$ cat src/rtl/sar_pkg.sv
package sar_pkg;

    // Map a requested conversion length onto the supported set; anything
    // outside it selects the full width.
    function automatic int unsigned fix_len(input int unsigned req,
                                            input int unsigned width);
        if (req == 0 || req > width) begin
            return width;
        end
        if (req == width || req == width - 1 || req == width - 2 ||
            req == width - 3 || req == width - 4 || req == width - 6 ||
            req == width - 8) begin
            return req;
        end
        return width;
    endfunction

endpackage

$ cat src/rtl/sar_start_det.sv
module sar_start_det #(
    parameter int SYNC_STAGES = 2
) (
    input  logic clk,
    input  logic rst_n,
    input  logic start_i,
    output logic fall_o
);
    logic [SYNC_STAGES-1:0] sync_d, sync_q;
    logic                   last_d, last_q;

    always_comb begin
        sync_d[0] = start_i;
        for (int i = 1; i < SYNC_STAGES; i++) begin
            sync_d[i] = sync_q[i-1];
        end
        last_d = sync_q[SYNC_STAGES-1];
        fall_o = last_q & ~sync_q[SYNC_STAGES-1];
    end

    always_ff @(posedge clk) begin
        if (!rst_n) begin
            sync_q <= '0;
            last_q <= 1'b0;
        end else begin
            sync_q <= sync_d;
            last_q <= last_d;
        end
    end

    // a detected edge is a single-cycle pulse
    a_r2_fall_single: assert property (@(posedge clk) disable iff (!rst_n)
        fall_o |=> !fall_o);

endmodule

$ cat src/rtl/sar_gclk_gen.sv
module sar_gclk_gen #(
    parameter int CLK_DIV = 2
) (
    input  logic clk,
    input  logic rst_n,
    input  logic run_i,
    output logic gclk_o,
    output logic rise_o
);
    localparam int CW = $clog2(CLK_DIV + 1);

    typedef struct packed {
        logic [CW-1:0] cnt;
        logic          gclk;
    } gen_t;

    gen_t s_d, s_q;
    logic wrap;

    always_comb begin
        s_d    = s_q;
        wrap   = (s_q.cnt == CW'(CLK_DIV - 1));
        rise_o = run_i && wrap && !s_q.gclk;
        if (!run_i) begin
            s_d.cnt  = '0;
            s_d.gclk = 1'b0;
        end else if (wrap) begin
            s_d.cnt  = '0;
            s_d.gclk = ~s_q.gclk;
        end else begin
            s_d.cnt = s_q.cnt + CW'(1);
        end
    end

    always_ff @(posedge clk) begin
        if (!rst_n) begin
            s_q <= '0;
        end else begin
            s_q <= s_d;
        end
    end

    assign gclk_o = s_q.gclk;

    // once run is withdrawn the clock is parked low on the next edge
    a_r3_park_low: assert property (@(posedge clk) disable iff (!rst_n)
        !run_i |=> !gclk_o);

    // an announced rise is followed by the clock being high
    a_r4_rise_seen: assert property (@(posedge clk) disable iff (!rst_n)
        rise_o |=> gclk_o);

endmodule

$ cat src/rtl/sar_bit_reg.sv
module sar_bit_reg #(
    parameter int DATA_W = 16,
    parameter int IDX_W  = $clog2(DATA_W)
) (
    input  logic              clk,
    input  logic              rst_n,
    input  logic              init_i,
    input  logic              trial_en_i,
    input  logic [IDX_W-1:0]  trial_idx_i,
    input  logic              dec_en_i,
    input  logic [IDX_W-1:0]  dec_idx_i,
    input  logic              revert_i,
    output logic [DATA_W-1:0] data_o
);
    logic [DATA_W-1:0] data_d, data_q;

    always_comb begin
        data_d = data_q;
        if (init_i) begin
            data_d = '1;
        end else begin
            for (int i = 0; i < DATA_W; i++) begin
                if (dec_en_i && dec_idx_i == IDX_W'(i)) begin
                    data_d[i] = revert_i;
                end
                if (trial_en_i && trial_idx_i == IDX_W'(i)) begin
                    data_d[i] = 1'b0;
                end
            end
        end
    end

    always_ff @(posedge clk) begin
        if (!rst_n) begin
            data_q <= '1;
        end else begin
            data_q <= data_d;
        end
    end

    assign data_o = data_q;

    for (genvar g = 0; g < DATA_W; g++) begin : g_bit_chk
        // a decision leaves the bit at 1 on revert, 0 on keep
        a_r5_decide: assert property (@(posedge clk) disable iff (!rst_n)
            (dec_en_i && !init_i && dec_idx_i == IDX_W'(g)) |=>
                (data_q[g] == $past(revert_i)));
        // a trial forces the bit low
        a_r5_trial: assert property (@(posedge clk) disable iff (!rst_n)
            (trial_en_i && !init_i && trial_idx_i == IDX_W'(g)) |=>
                !data_q[g]);
    end

endmodule

$ cat src/rtl/sar_seq.sv
module sar_seq #(
    parameter int DATA_W      = 16,
    parameter int CLK_DIV     = 2,
    parameter int SYNC_STAGES = 2,
    parameter int LEN_W       = $clog2(DATA_W + 1)
) (
    input  logic              clk,
    input  logic              rst_n,
    input  logic              start_i,
    input  logic              cmp_i,
    input  logic [LEN_W-1:0]  short_len_i,
    output logic              busy_o,
    output logic              gclk_o,
    output logic [DATA_W-1:0] data_o
);
    import sar_pkg::*;

    localparam int IDX_W = $clog2(DATA_W);

    typedef struct packed {
        logic             busy;
        logic             done;
        logic [LEN_W-1:0] step;
        logic [LEN_W-1:0] len;
    } ctrl_t;

    ctrl_t c_d, c_q;

    logic             start_fall;
    logic             start_acc;
    logic             gclk_rise;
    logic             run;
    logic             trial_en;
    logic             dec_en;
    logic [IDX_W-1:0] trial_idx;
    logic [IDX_W-1:0] dec_idx;

    sar_start_det #(
        .SYNC_STAGES(SYNC_STAGES)
    ) u_start (
        .clk    (clk),
        .rst_n  (rst_n),
        .start_i(start_i),
        .fall_o (start_fall)
    );

    assign run = c_q.busy && !c_q.done;

    sar_gclk_gen #(
        .CLK_DIV(CLK_DIV)
    ) u_gclk (
        .clk   (clk),
        .rst_n (rst_n),
        .run_i (run),
        .gclk_o(gclk_o),
        .rise_o(gclk_rise)
    );

    always_comb begin
        c_d       = c_q;
        start_acc = start_fall && !c_q.busy;
        trial_en  = 1'b0;
        dec_en    = 1'b0;
        trial_idx = IDX_W'(DATA_W - 1 - int'(c_q.step));
        dec_idx   = IDX_W'(DATA_W - int'(c_q.step));
        if (start_acc) begin
            c_d.busy = 1'b1;
            c_d.done = 1'b0;
            c_d.step = '0;
            c_d.len  = LEN_W'(fix_len(int'(short_len_i), DATA_W));
        end else if (c_q.busy && c_q.done) begin
            c_d.busy = 1'b0;
            c_d.done = 1'b0;
        end else if (c_q.busy && gclk_rise) begin
            dec_en   = (c_q.step != '0);
            trial_en = (c_q.step < c_q.len);
            c_d.done = (c_q.step == c_q.len);
            c_d.step = c_q.step + LEN_W'(1);
        end
    end

    always_ff @(posedge clk) begin
        if (!rst_n) begin
            c_q <= '0;
        end else begin
            c_q <= c_d;
        end
    end

    sar_bit_reg #(
        .DATA_W(DATA_W),
        .IDX_W (IDX_W)
    ) u_reg (
        .clk        (clk),
        .rst_n      (rst_n),
        .init_i     (start_acc),
        .trial_en_i (trial_en),
        .trial_idx_i(trial_idx),
        .dec_en_i   (dec_en),
        .dec_idx_i  (dec_idx),
        .revert_i   (cmp_i),
        .data_o     (data_o)
    );

    assign busy_o = c_q.busy;

    // an accepted start edge raises busy on the next edge
    a_r2_start_busy: assert property (@(posedge clk) disable iff (!rst_n)
        (start_fall && !busy_o) |=> busy_o);

    // the gated clock is low whenever the block is idle
    a_r3_idle_clock: assert property (@(posedge clk) disable iff (!rst_n)
        !busy_o |-> !gclk_o);

    // the register moves only on a gated-clock rise or a start
    a_r4_update_src: assert property (@(posedge clk) disable iff (!rst_n)
        !$stable(data_o) |-> $past(gclk_rise || start_acc));

    // the result is held while idle
    a_r6_idle_hold: assert property (@(posedge clk) disable iff (!rst_n)
        (!busy_o && $past(!busy_o)) |-> $stable(data_o));

    // busy falls only after the step of the final decision
    a_r7_stop_len: assert property (@(posedge clk) disable iff (!rst_n)
        $fell(busy_o) |-> (c_q.step == c_q.len + LEN_W'(1)));

    // the active length is always a supported one
    a_r8_len_range: assert property (@(posedge clk) disable iff (!rst_n)
        busy_o |-> (c_q.len >= LEN_W'(DATA_W - 8) && c_q.len <= LEN_W'(DATA_W)));

    // the length is frozen for the whole conversion
    a_r9_len_frozen: assert property (@(posedge clk) disable iff (!rst_n)
        (busy_o && !c_q.done) |=> $stable(c_q.len));

    // a start edge during a conversion does not restart it
    a_r10_no_restart: assert property (@(posedge clk) disable iff (!rst_n)
        (start_fall && busy_o && c_q.step != '0) |=> (c_q.step != '0));

    // data is already final in the cycle busy falls
    a_r11_data_first: assert property (@(posedge clk) disable iff (!rst_n)
        $fell(busy_o) |-> $stable(data_o));

endmodule

$ cat config.mk
export PLATFORM = sky130hd
export DESIGN_NAME = sar_seq
export DESIGN_NICKNAME = d
export VERILOG_FILES = /design/src/rtl/sar_pkg.sv /design/src/rtl/sar_start_det.sv /design/src/rtl/sar_gclk_gen.sv /design/src/rtl/sar_bit_reg.sv /design/src/rtl/sar_seq.sv
export SDC_FILE = /design/constraint.sdc
export NUM_CORES = 1
export LEC_CHECK = 0
export ABC_AREA = 1
export BUFFER_PORTS_ARGS = -buffer_cell sky130_fd_sc_hd__buf_4
export CAP_MARGIN = 20
export CORE_MARGIN = 2
export CORE_UTILIZATION = 45
export DETAILED_ROUTE_END_ITERATION = 10
export PLACE_DENSITY = 0.69
export SLEW_MARGIN = 20
export SYNTH_ARGS = -nofsm -noshare
export SYNTH_HDL_FRONTEND = slang
export SYNTH_SLANG_ARGS = --single-unit
$ cat constraint.sdc
create_clock -name clk -period 3.6 [get_ports clk]
set_input_delay 0.72 -clock clk [delete_from_list [all_inputs] [get_ports clk]]
set_output_delay 0.72 -clock clk [all_outputs]
set_load 0.02 [all_outputs]
# Yosys cells after proc, flatten, opt, wreduce, memory -nomap -nowiden
# Cells that the tools add are included.
[totals] reg_bits=34 inputBits=9 output_inout_bits=18 wordCells=201
[classes] addsub=4 order_cmp=2 eq_ne=39 n_mux=52 bitwise=6 reduce_logical=74
[op_table] op="equality test 4 bit (second input constant)" n=16
[op_table] op="two-way mux 1 bit" n=45
[op_table] op="logical AND 1 bit" n=38
[op_table] op="nonzero test 2 bit" n=17
[op_table] op="equality test 4 x 3 -> 1 bit (second input constant)" n=8
[op_table] op="equality test 5 x 4 -> 1 bit (second input constant)" n=6
[op_table] op="two-way mux 5 bit" n=5
[op_table] op="equality test 4 x 2 -> 1 bit (second input constant)" n=4
[op_table] op="equality test 4 x 1 -> 1 bit (second input constant)" n=2
[op_table] op="zero test 4 bit" n=2
[op_table] op="logical OR 1 bit" n=7
[op_table] op="two-way mux 7 bit" n=1
[op_table] op="two-way mux 6 bit" n=1
[op_table] op="OR reduction 3 bit" n=2
[op_table] op="adder 5 x 1 -> 5 bit (second input constant)" n=1
[op_table] op="equality test 5 bit" n=1
[op_table] op="equality test 5 bit (second input constant)" n=1
[op_table] op="> comparator 5 bit (second input constant)" n=1
[op_table] op="zero test 5 bit" n=1
[op_table] op="less-than comparator 5 bit" n=1
[op_table] op="NOT 1 bit" n=5
[op_table] op="nonzero test 5 bit" n=1
[op_table] op="AND reduction 2 bit" n=2
[op_table] op="subtractor 1 x 4 -> 4 bit (first input constant)" n=1
[op_table] op="other kinds (6)" n=8

# Longest topological paths before layout
# Gate-level depths: netlist (run 1).
[depth] depth_word=12 mapped_depth=11 ltp_nobuf=11

# Cells and area by module
# From an unflattened synthesis (run 1), not the netlist that was laid out.
[hier_totals] hier_cells=288 area_unflattened_um2=1911.8
[modules_own_cells] mod="sar_bit_reg" n_inst=1 cells_each=161 area_per_inst_um2=968.4 seq_area_each_um2=320.3
[modules_own_cells] mod="sar_seq" n_inst=1 cells_each=101 area_per_inst_um2=732.0 seq_area_each_um2=240.2
[modules_own_cells] mod="sar_gclk_gen" n_inst=1 cells_each=15 area_per_inst_um2=121.4 seq_area_each_um2=60.1
[modules_own_cells] mod="sar_start_det" n_inst=1 cells_each=11 area_per_inst_um2=90.1 seq_area_each_um2=60.1

# Least setup slack after synthesis (run 1)
# OpenSTA, ideal clock, no wires.
[synth_timing] path_type="register -> register" start="reg c_q[5] (netlist bit)" end="reg u_reg.data_q[8] (netlist: u_reg.data_o[8])" setup_time_ns=0.122 t_arrival_ns=1.483 required_time_ns=3.478 setup_slack_ns=1.996 path_stages_with_launch=11 n_path_buf=0 synth_period_minus_slack_ns=1.604 path_cell_list="dfxtp_1 inv_1 ha_1 inv_1 nor2_2 nand2_1 nand2_4 nor2_1 nand2_1 nand3_1 nand3_1"
[synth_between] word_cells_on_any_way=16 classes_between="2 x add/sub; 1 x order compare; 2 x eq/ne; 7 x mux; 4 x reduce/logical"
[synth_rtl] item="start: declaration" line="sar_seq.sv:27" rtl="ctrl_t c_d, c_q;"
[synth_rtl] item="start signal: assignment" line="sar_seq.sv:84" rtl="c_q <= '0;"
[synth_rtl] item="start signal: assignment" line="sar_seq.sv:86" rtl="c_q <= c_d;"
[synth_rtl] item="subtractor 4 bit (*)" line="sar_seq.sv:64" rtl="trial_idx = IDX_W'(DATA_W - 1 - int'(c_q.step));"
[synth_rtl] item="net trial_idx[0]" line="sar_seq.sv:35" rtl="logic [IDX_W-1:0] trial_idx;"
[synth_rtl] item="equality test 4 bit (*)" line="sar_bit_reg.sv:26" rtl="if (trial_en_i && trial_idx_i == IDX_W'(i)) begin"
[synth_rtl] item="logical AND 1 bit (*)" line="sar_bit_reg.sv:26"
[synth_rtl] item="two-way mux 1 bit or nonzero test 2 bit (tied branches)"
[synth_rtl] item="end signal: assignment" line="sar_bit_reg.sv:37" rtl="data_q <= data_d;"
[synth_rtl] item="end: declaration" line="sar_bit_reg.sv:15" rtl="logic [DATA_W-1:0] data_d, data_q;"
# The timed path passes the listed nets; every way through them passes the cells marked *.
# A chain may end at the register's enable or synchronous reset.

# Final worst setup path (run 1)
[layout_timing] start="reg c_q[7] (netlist bit)" end="reg u_reg.data_q[7] (netlist: u_reg.data_o[7])"
[layout_between] elab_chain_len=6 word_cells_on_any_way=16 classes_between="2 x add/sub; 1 x order compare; 2 x eq/ne; 7 x mux; 4 x reduce/logical"
[layout_lines] item="less-than comparator 5 bit or nonzero test 5 bit (tied branches)" line="sar_seq.sv:76, sar_seq.sv:75"
[layout_lines] item="two-way mux 1 bit" line="sar_seq.sv:74" rtl="end else if (c_q.busy && gclk_rise) begin"
[layout_lines] item="two-way mux 1 bit" line="sar_seq.sv:71" rtl="end else if (c_q.busy && c_q.done) begin"
[layout_lines] item="two-way mux 1 bit" line="sar_seq.sv:66" rtl="if (start_acc) begin"
[layout_lines] item="logical AND 1 bit, on equally long branches" line="sar_bit_reg.sv:26, sar_bit_reg.sv:23"
[layout_lines] item="two-way mux 1 bit or nonzero test 2 bit (tied branches)"
# Parallel ways exist; a longest one is shown, timed or not.

==> flow_summary.toml, run 1 <==
[clock_network]
cts_setup_buffers = 0
cts_buffer_depth = 2
clkSinkCount = 34
htree_levels = 2
cts-hold-fix-buffers = 0
clkSlewWorstSetupHoldPaths_ns = 0.07
cts_tree = "done"
root_buffer = "clkbuf_8"
clk-insertion-delay-late_ns = 0.29
cts_buffers = 5
cts_resized = 0

[critical_path]
end_kind = "register"
cp.required_ns = 3.78
crit_buf_inv = 1
path_cells = "ha_1, nand2_1, inv_1, o21bai_1, nand3_1, nor2_1, nand2_1, nand3_1, nand2_1"
crit_top_cell = "nand2_1"
crit_type = "reg2reg"
crit_family = "simple AND/OR/NAND/NOR gates"
critical_path.startpoint_type = "register"
crit_arrival_ns = 2.57
slowest_delay_ns = 0.70
cpMaxStageDelayCell = "o21bai_1"
crit_path_max_fanout = 13

[timing]
grt_setup_unrepaired = "false"
fin_crit_sh_pct = 66.5
hold_violations = 0
finalClockSkew_ns = 0.00785
relSlewSlack_pct = 39.5
tightest_slew_ns = 0.906
fin_crit_ns = 2.40
finalSetupViolCount = 0
drv_slew = 0
fin_setup_tns_ns = 0
max_freq_mhz = 417

[pwr]
max-vdd-ir-drop_v = 0.000181
power.leakage_nw = 1.04
sw_frac_of_total_pct = 24.0
p_sw_uw = 173
pwr-share-seq_pct = 52.8
pwr-share-comb_pct = 5.9
pwr-share-clk_pct = 41.2
p_int_uw = 546
powerDensity_nw_per_um2 = 312

[yosys]
ys_ff_latch = 34
avgSynthCellArea_um2 = 7.14
yosysWarnings = 0
synth_seq_area_share_pct = 34.1
synth_fp_nets = 299
yosysUniqueCellTypes = 33
synthCells = 279
syn_area_um2 = 1990

[detailed_routing]
firstDrtPassIters = 5
avgRoutedWirePerCell_um = 12.2
vias = 1879
drt_iter0_drc = 144
viasPerCell = 5.25
wl_um = 4350
ant_nets = 0
drc = 0

[flow_run]
max_cap_viol_count = 0

[final_layout]
area_growth_pct = 15.6
final_area_um2 = 2300
drive_above_1_share_pct = 17.6
antenna_cells = 0
nets = 325

[floorplanning]
dieWidth_um = 70.6
core-area_um2 = 4320
initial_core_util_pct = 46.1
rows = 24
io-pin-count = 27
dieArea_um2 = 4980
dieHeight_um = 70.6

[grt]
antenna_found_initial = 0
first_global_vias = 1712
grt_overflow = 0
grt_pass1_wl_um = 7640
grt_start_max_net_pins = 23
track_usage_pct = 19.0

[place]
port_buffers = 26
post-dp-hpwl_um = 3280
place_congestion = 0.930
placed_area_um2 = 2210

[min_path]
hp-class = "reg2reg"

[status]
status = "complete, no violations"
-- area by class of cell --
cell class              instances  area [um^2]
clock inverters                 2         12.5
well taps                      52         65.1
clock buffers                   6         82.6
repair buffers                 27          203
fillers                       434         2020
inverters                      38          146
flip-flops and latches         34          681
multi-input cells             199         1110
-- logic make-up after synthesis --
group / share of synthesized area, %
simple gates: 42.2
buf+inv: 9.92
compound gates: 5.59
flops: 34.1
xor+xnor: 1.26
fa+ha+maj: 6.91
-- worst min-delay path, delay by kind of cell (launching register included) --
family / cells / cell delay, ns
buffers and inverters: 1 / 0.03
AND/OR/NAND/NOR: 1 / 0.06
flip-flops: 1 / 0.30
-- path summary, 6_finish.rpt --
kind / from / to / slack (ns) / cells after the start
hold reg to reg: u_start.sync_q[0]$_SDFF_PN0_ / u_start.sync_q[1]$_SDFF_PN0_ / 0.43 / 2
setup reg to reg: c_q[7]$_SDFFE_PP0P_ / u_reg.data_o[7]$_SDFFE_PP1P_ / 1.20 / 9
setup / recovery: c_q[7]$_SDFFE_PP0P_ / u_reg.data_o[7]$_SDFFE_PP1P_ / 1.20 / 9
hold / removal: u_start.sync_q[0]$_SDFF_PN0_ / u_start.sync_q[1]$_SDFF_PN0_ / 0.43 / 2
-- sequential cells by signal, summed over array words and instances (netlist names) --
signal          flops
u_reg.data_o       16
c_q                11
u_gclk.s_q          2
u_start.sync_q      2
busy_o              1
u_gclk.gclk_o       1
u_start.last_q      1
-- metal layers --
layer  global-route usage [%]  up-vias  part of all wire, %  routed length (um)
li1                         -      991                    -                   -
met1                     24.8      831                   48                2080
met4                     5.87        0                  1.4                  59
met5                        0        -                    0                   0
met3                     4.70        6                  4.2                 181
met2                     31.2       51                   47                2030
-- power by group through the flow --
| stage | logic (mW) | registers, mW | clock network [mW] |
|---|---|---|---|
| 2_1_floorplan | 0.0248 | 0.389 | 0 |
| 3_3_place_gp | 0.0423 | 0.388 | 0 |
| 3_5_place_dp | 0.0426 | 0.389 | 0 |
| 4_1_cts | 0.0428 | 0.380 | 0.304 |
| 5_1_grt | 0.0482 | 0.380 | 0.322 |
| 6_report | 0.0428 | 0.380 | 0.297 |
-- stage by stage --
| step | setup slack, ns | std cells | power, mW | hold WS, ns | utilization, % |
|---|---|---|---|---|---|
| 6_report | 1.20 | 358 | 0.719 | 0.427 | 53.3 |
| 5_1_grt | 0.981 | 358 | 0.750 | 0.446 | 53.3 |
| 4_1_cts | 1.27 | 358 | 0.727 | 0.432 | 53.3 |
| 3_5_place_dp | 1.28 | 350 | 0.431 | 0.413 | 51.1 |
| 3_3_place_gp | 1.35 | 350 | 0.431 | 0.407 | 51.1 |
| 2_1_floorplan | 2.00 | 279 | 0.414 | 0.390 | - |
-- cell usage in the layout (no fill, tap or decap), drive strengths merged --
cell / n
or2: 1
clkbuf: 6
a31o: 1
nor4: 3
o21bai: 1
clkinvlp: 1
nand2: 52
and2: 1
ha: 11
xor2: 2
inv: 37
nor2: 37
dfxtp: 34
a211oi: 1
a21oi: 6
clkinv: 2
nand4: 26
a21o: 1
a32oi: 1
nand3: 43
o21ai: 5
o2111ai: 1
nor3: 5
o31ai: 1
buf: 27
-- cell usage after synthesis, drive strengths merged --
cell type  number  area [um^2]
clkinv          1         5.00
nor3            5         25.0
buf             5         40.0
a32oi           1         8.76
nand4          26          163
nand2          52          203
a21o            1         7.51
nor4            3         18.8
o2111ai         1         8.76
xor2            2         25.0
o31ai           1         7.51
o21ai           5         25.0
and2            1         6.26
ha             11          138
o21bai          1         7.51
a31o            1         8.76
nor2           37          179
inv            37          141
a211oi          1         7.51
dfxtp          34          681
or2             1         6.26
a21oi           6         30.0
clkbuf          3         11.3
nand3          43          240
Power figures use the tool's default switching activity.
==> inputs of run 2 (changes only) <==
==> constraint.sdc (replaced) <==
create_clock -name clk -period 2.45 [get_ports clk]
set_input_delay 0.49 -clock clk [delete_from_list [all_inputs] [get_ports clk]]
set_output_delay 0.49 -clock clk [all_outputs]
set_load 0.02 [all_outputs]
==> run 2 against run 1 <==
Clock power up 45%. Total power increased by 46%. Global-route usage is essentially flat.
==> flow_summary.toml, run 2 (synthesis results as in run 1) <==
[status]
status = "complete, no violations"

[critical_path]
cp.required_ns = 2.62
r2r_slack_ns = 0.34
crit_path_max_fanout = 13
crit_type = "reg2reg"
reg2reg_from = "c_q[2]$_SDFFE_PN0P_"
end_kind = "register"
critical_path.startpoint_type = "register"
r2r_cells = 10
crit_arrival_ns = 2.28
crit_start = "c_q[2]$_SDFFE_PN0P_"
crit_end = "u_reg.data_o[4]$_SDFFE_PP1P_"
timing.rr.end = "u_reg.data_o[4]$_SDFFE_PP1P_"

[detailed_routing]
avgRoutedWirePerCell_um = 12.2
vias = 1850
firstDrtPassIters = 4
viasPerCell = 5.15
wl_um = 4390
ant_nets = 0
drt_iter0_drc = 135
drc = 0

[grt]
grt_pass1_wl_um = 7620
first_global_vias = 1696
grt_start_max_net_pins = 23
antenna_found_initial = 0
grt_overflow = 0
track_usage_pct = 19.0

[timing]
finalSetupViolCount = 0
max_freq_mhz = 474
layout_setup_ws_ns = 0.339
finalClockSkew_ns = 0.00791
fin_crit_sh_pct = 86.2
hold_violations = 0
fin_crit_ns = 2.11
fin_setup_tns_ns = 0
grt_setup_unrepaired = "false"
relSlewSlack_pct = 45.8
tightest_slew_ns = 0.812
drv_slew = 0

[final_layout]
antenna_cells = 0
mostFrequentLayoutCell = "nand2_1"
multi_input_area_um2 = 1110
regArea_um2 = 681
final_cell_mix = "nand2_1, nand3_1, dfxtp_1"
nets = 326
drive_above_1_share_pct = 17.6
area_growth_pct = 15.8
largest_reg_flops = 16
fillers = 435

[clock_network]
cts-hold-fix-buffers = 0
clkSinkCount = 34
root_buffer = "clkbuf_8"
clk-insertion-delay-late_ns = 0.29
cts_tree = "done"
cts_buffers = 5
htree_levels = 2
cts_setup_buffers = 0
clkSlewWorstSetupHoldPaths_ns = 0.07
cts_resized = 0
cts_buffer_depth = 2

[floorplanning]
rows = 24
dieArea_um2 = 4980
core-area_um2 = 4320
dieWidth_um = 70.6
initial_core_util_pct = 46.1
io-pin-count = 27
dieHeight_um = 70.6

[place]
post-dp-hpwl_um = 3350
place_ws_ns = 0.319
place_congestion = 0.859
port_buffers = 26

[pwr]
max-vdd-ir-drop_v = 0.000278
power.leakage_nw = 1.04
powerDensity_nw_per_um2 = 456

[min_path]
hp-class = "in2reg"

[flow_run]
max_cap_viol_count = 0
run 2: changes by cell type in the layout (fill, tap and decap cells not counted), sizes merged:
cell / change
clkinvlp: -1
buf: +1
clkbuf: +1
run 2: final cells by class:
| type | count | area share [%] |
|---|---|---|
| Multi-Input combinational cell | 199 | 48.3 |
| Sequential cell | 34 | 29.5 |
| Timing Repair Buffer | 28 | 9.11 |
| Inverter | 38 | 6.34 |
| Clock buffer | 7 | 3.74 |
| Tap cell | 52 | 2.82 |
| Clock inverter | 1 | 0.217 |
run 2: worst min path at each step:
stage                                       startpoint                      endpoint  slack (ns)  cells after the start
final                                          start_i  u_start.sync_q[0]$_SDFF_PN0_        0.39                      3
after global routing                           start_i  u_start.sync_q[0]$_SDFF_PN0_        0.38                      3
after CTS                                      start_i  u_start.sync_q[0]$_SDFF_PN0_        0.38                      3
after detailed placement  u_start.sync_q[0]$_SDFF_PN0_  u_start.sync_q[1]$_SDFF_PN0_        0.42                      2
after global placement    u_start.sync_q[0]$_SDFF_PN0_  u_start.sync_q[1]$_SDFF_PN0_        0.41                      2
after floorplan           u_start.sync_q[0]$_SDFF_PN0_  u_start.sync_q[1]$_SDFF_PN0_        0.39                      2
run 2: stage by stage:
step                util, %  cells  power [mW]  instance area, um^2  hold slack (ns)
global route           53.4    359        1.10                 2310            0.379
floorplan                 -    279       0.608                 1990            0.390
global placement       51.3    351       0.633                 2220            0.408
finish                 53.4    359        1.05                 2310            0.388
CTS                    53.4    359        1.06                 2310            0.383
detailed placement     51.3    351       0.634                 2220            0.416
run 2: routing by layer:
metal	track usage, %	vias to the layer above	share of wire, %	routed length [um]
met5	0	-	0	0
met4	6.71	0	0.98	43
met3	4.27	4	4.4	193
met2	31.0	35	47	2070
met1	24.8	822	48	2090
li1	-	989	-	-
run 2: report_power, final:
part	total (mW)	internal [mW]	switching (mW)
logic	0.0635	0.0208	0.0427
registers	0.558	0.556	0.00179
clock network	0.432	0.227	0.205
run 2: critical path, stage by stage (launching register included):
cell,delay (ns)
dfxtp_1,0.31
inv_1,0.05
ha_1,0.30
nand2_1,0.08
inv_1,0.04
o21bai_1,0.63
nand3_1,0.24
nor2_1,0.17
nand2_1,0.06
nand3_1,0.08
nand2_1,0.05
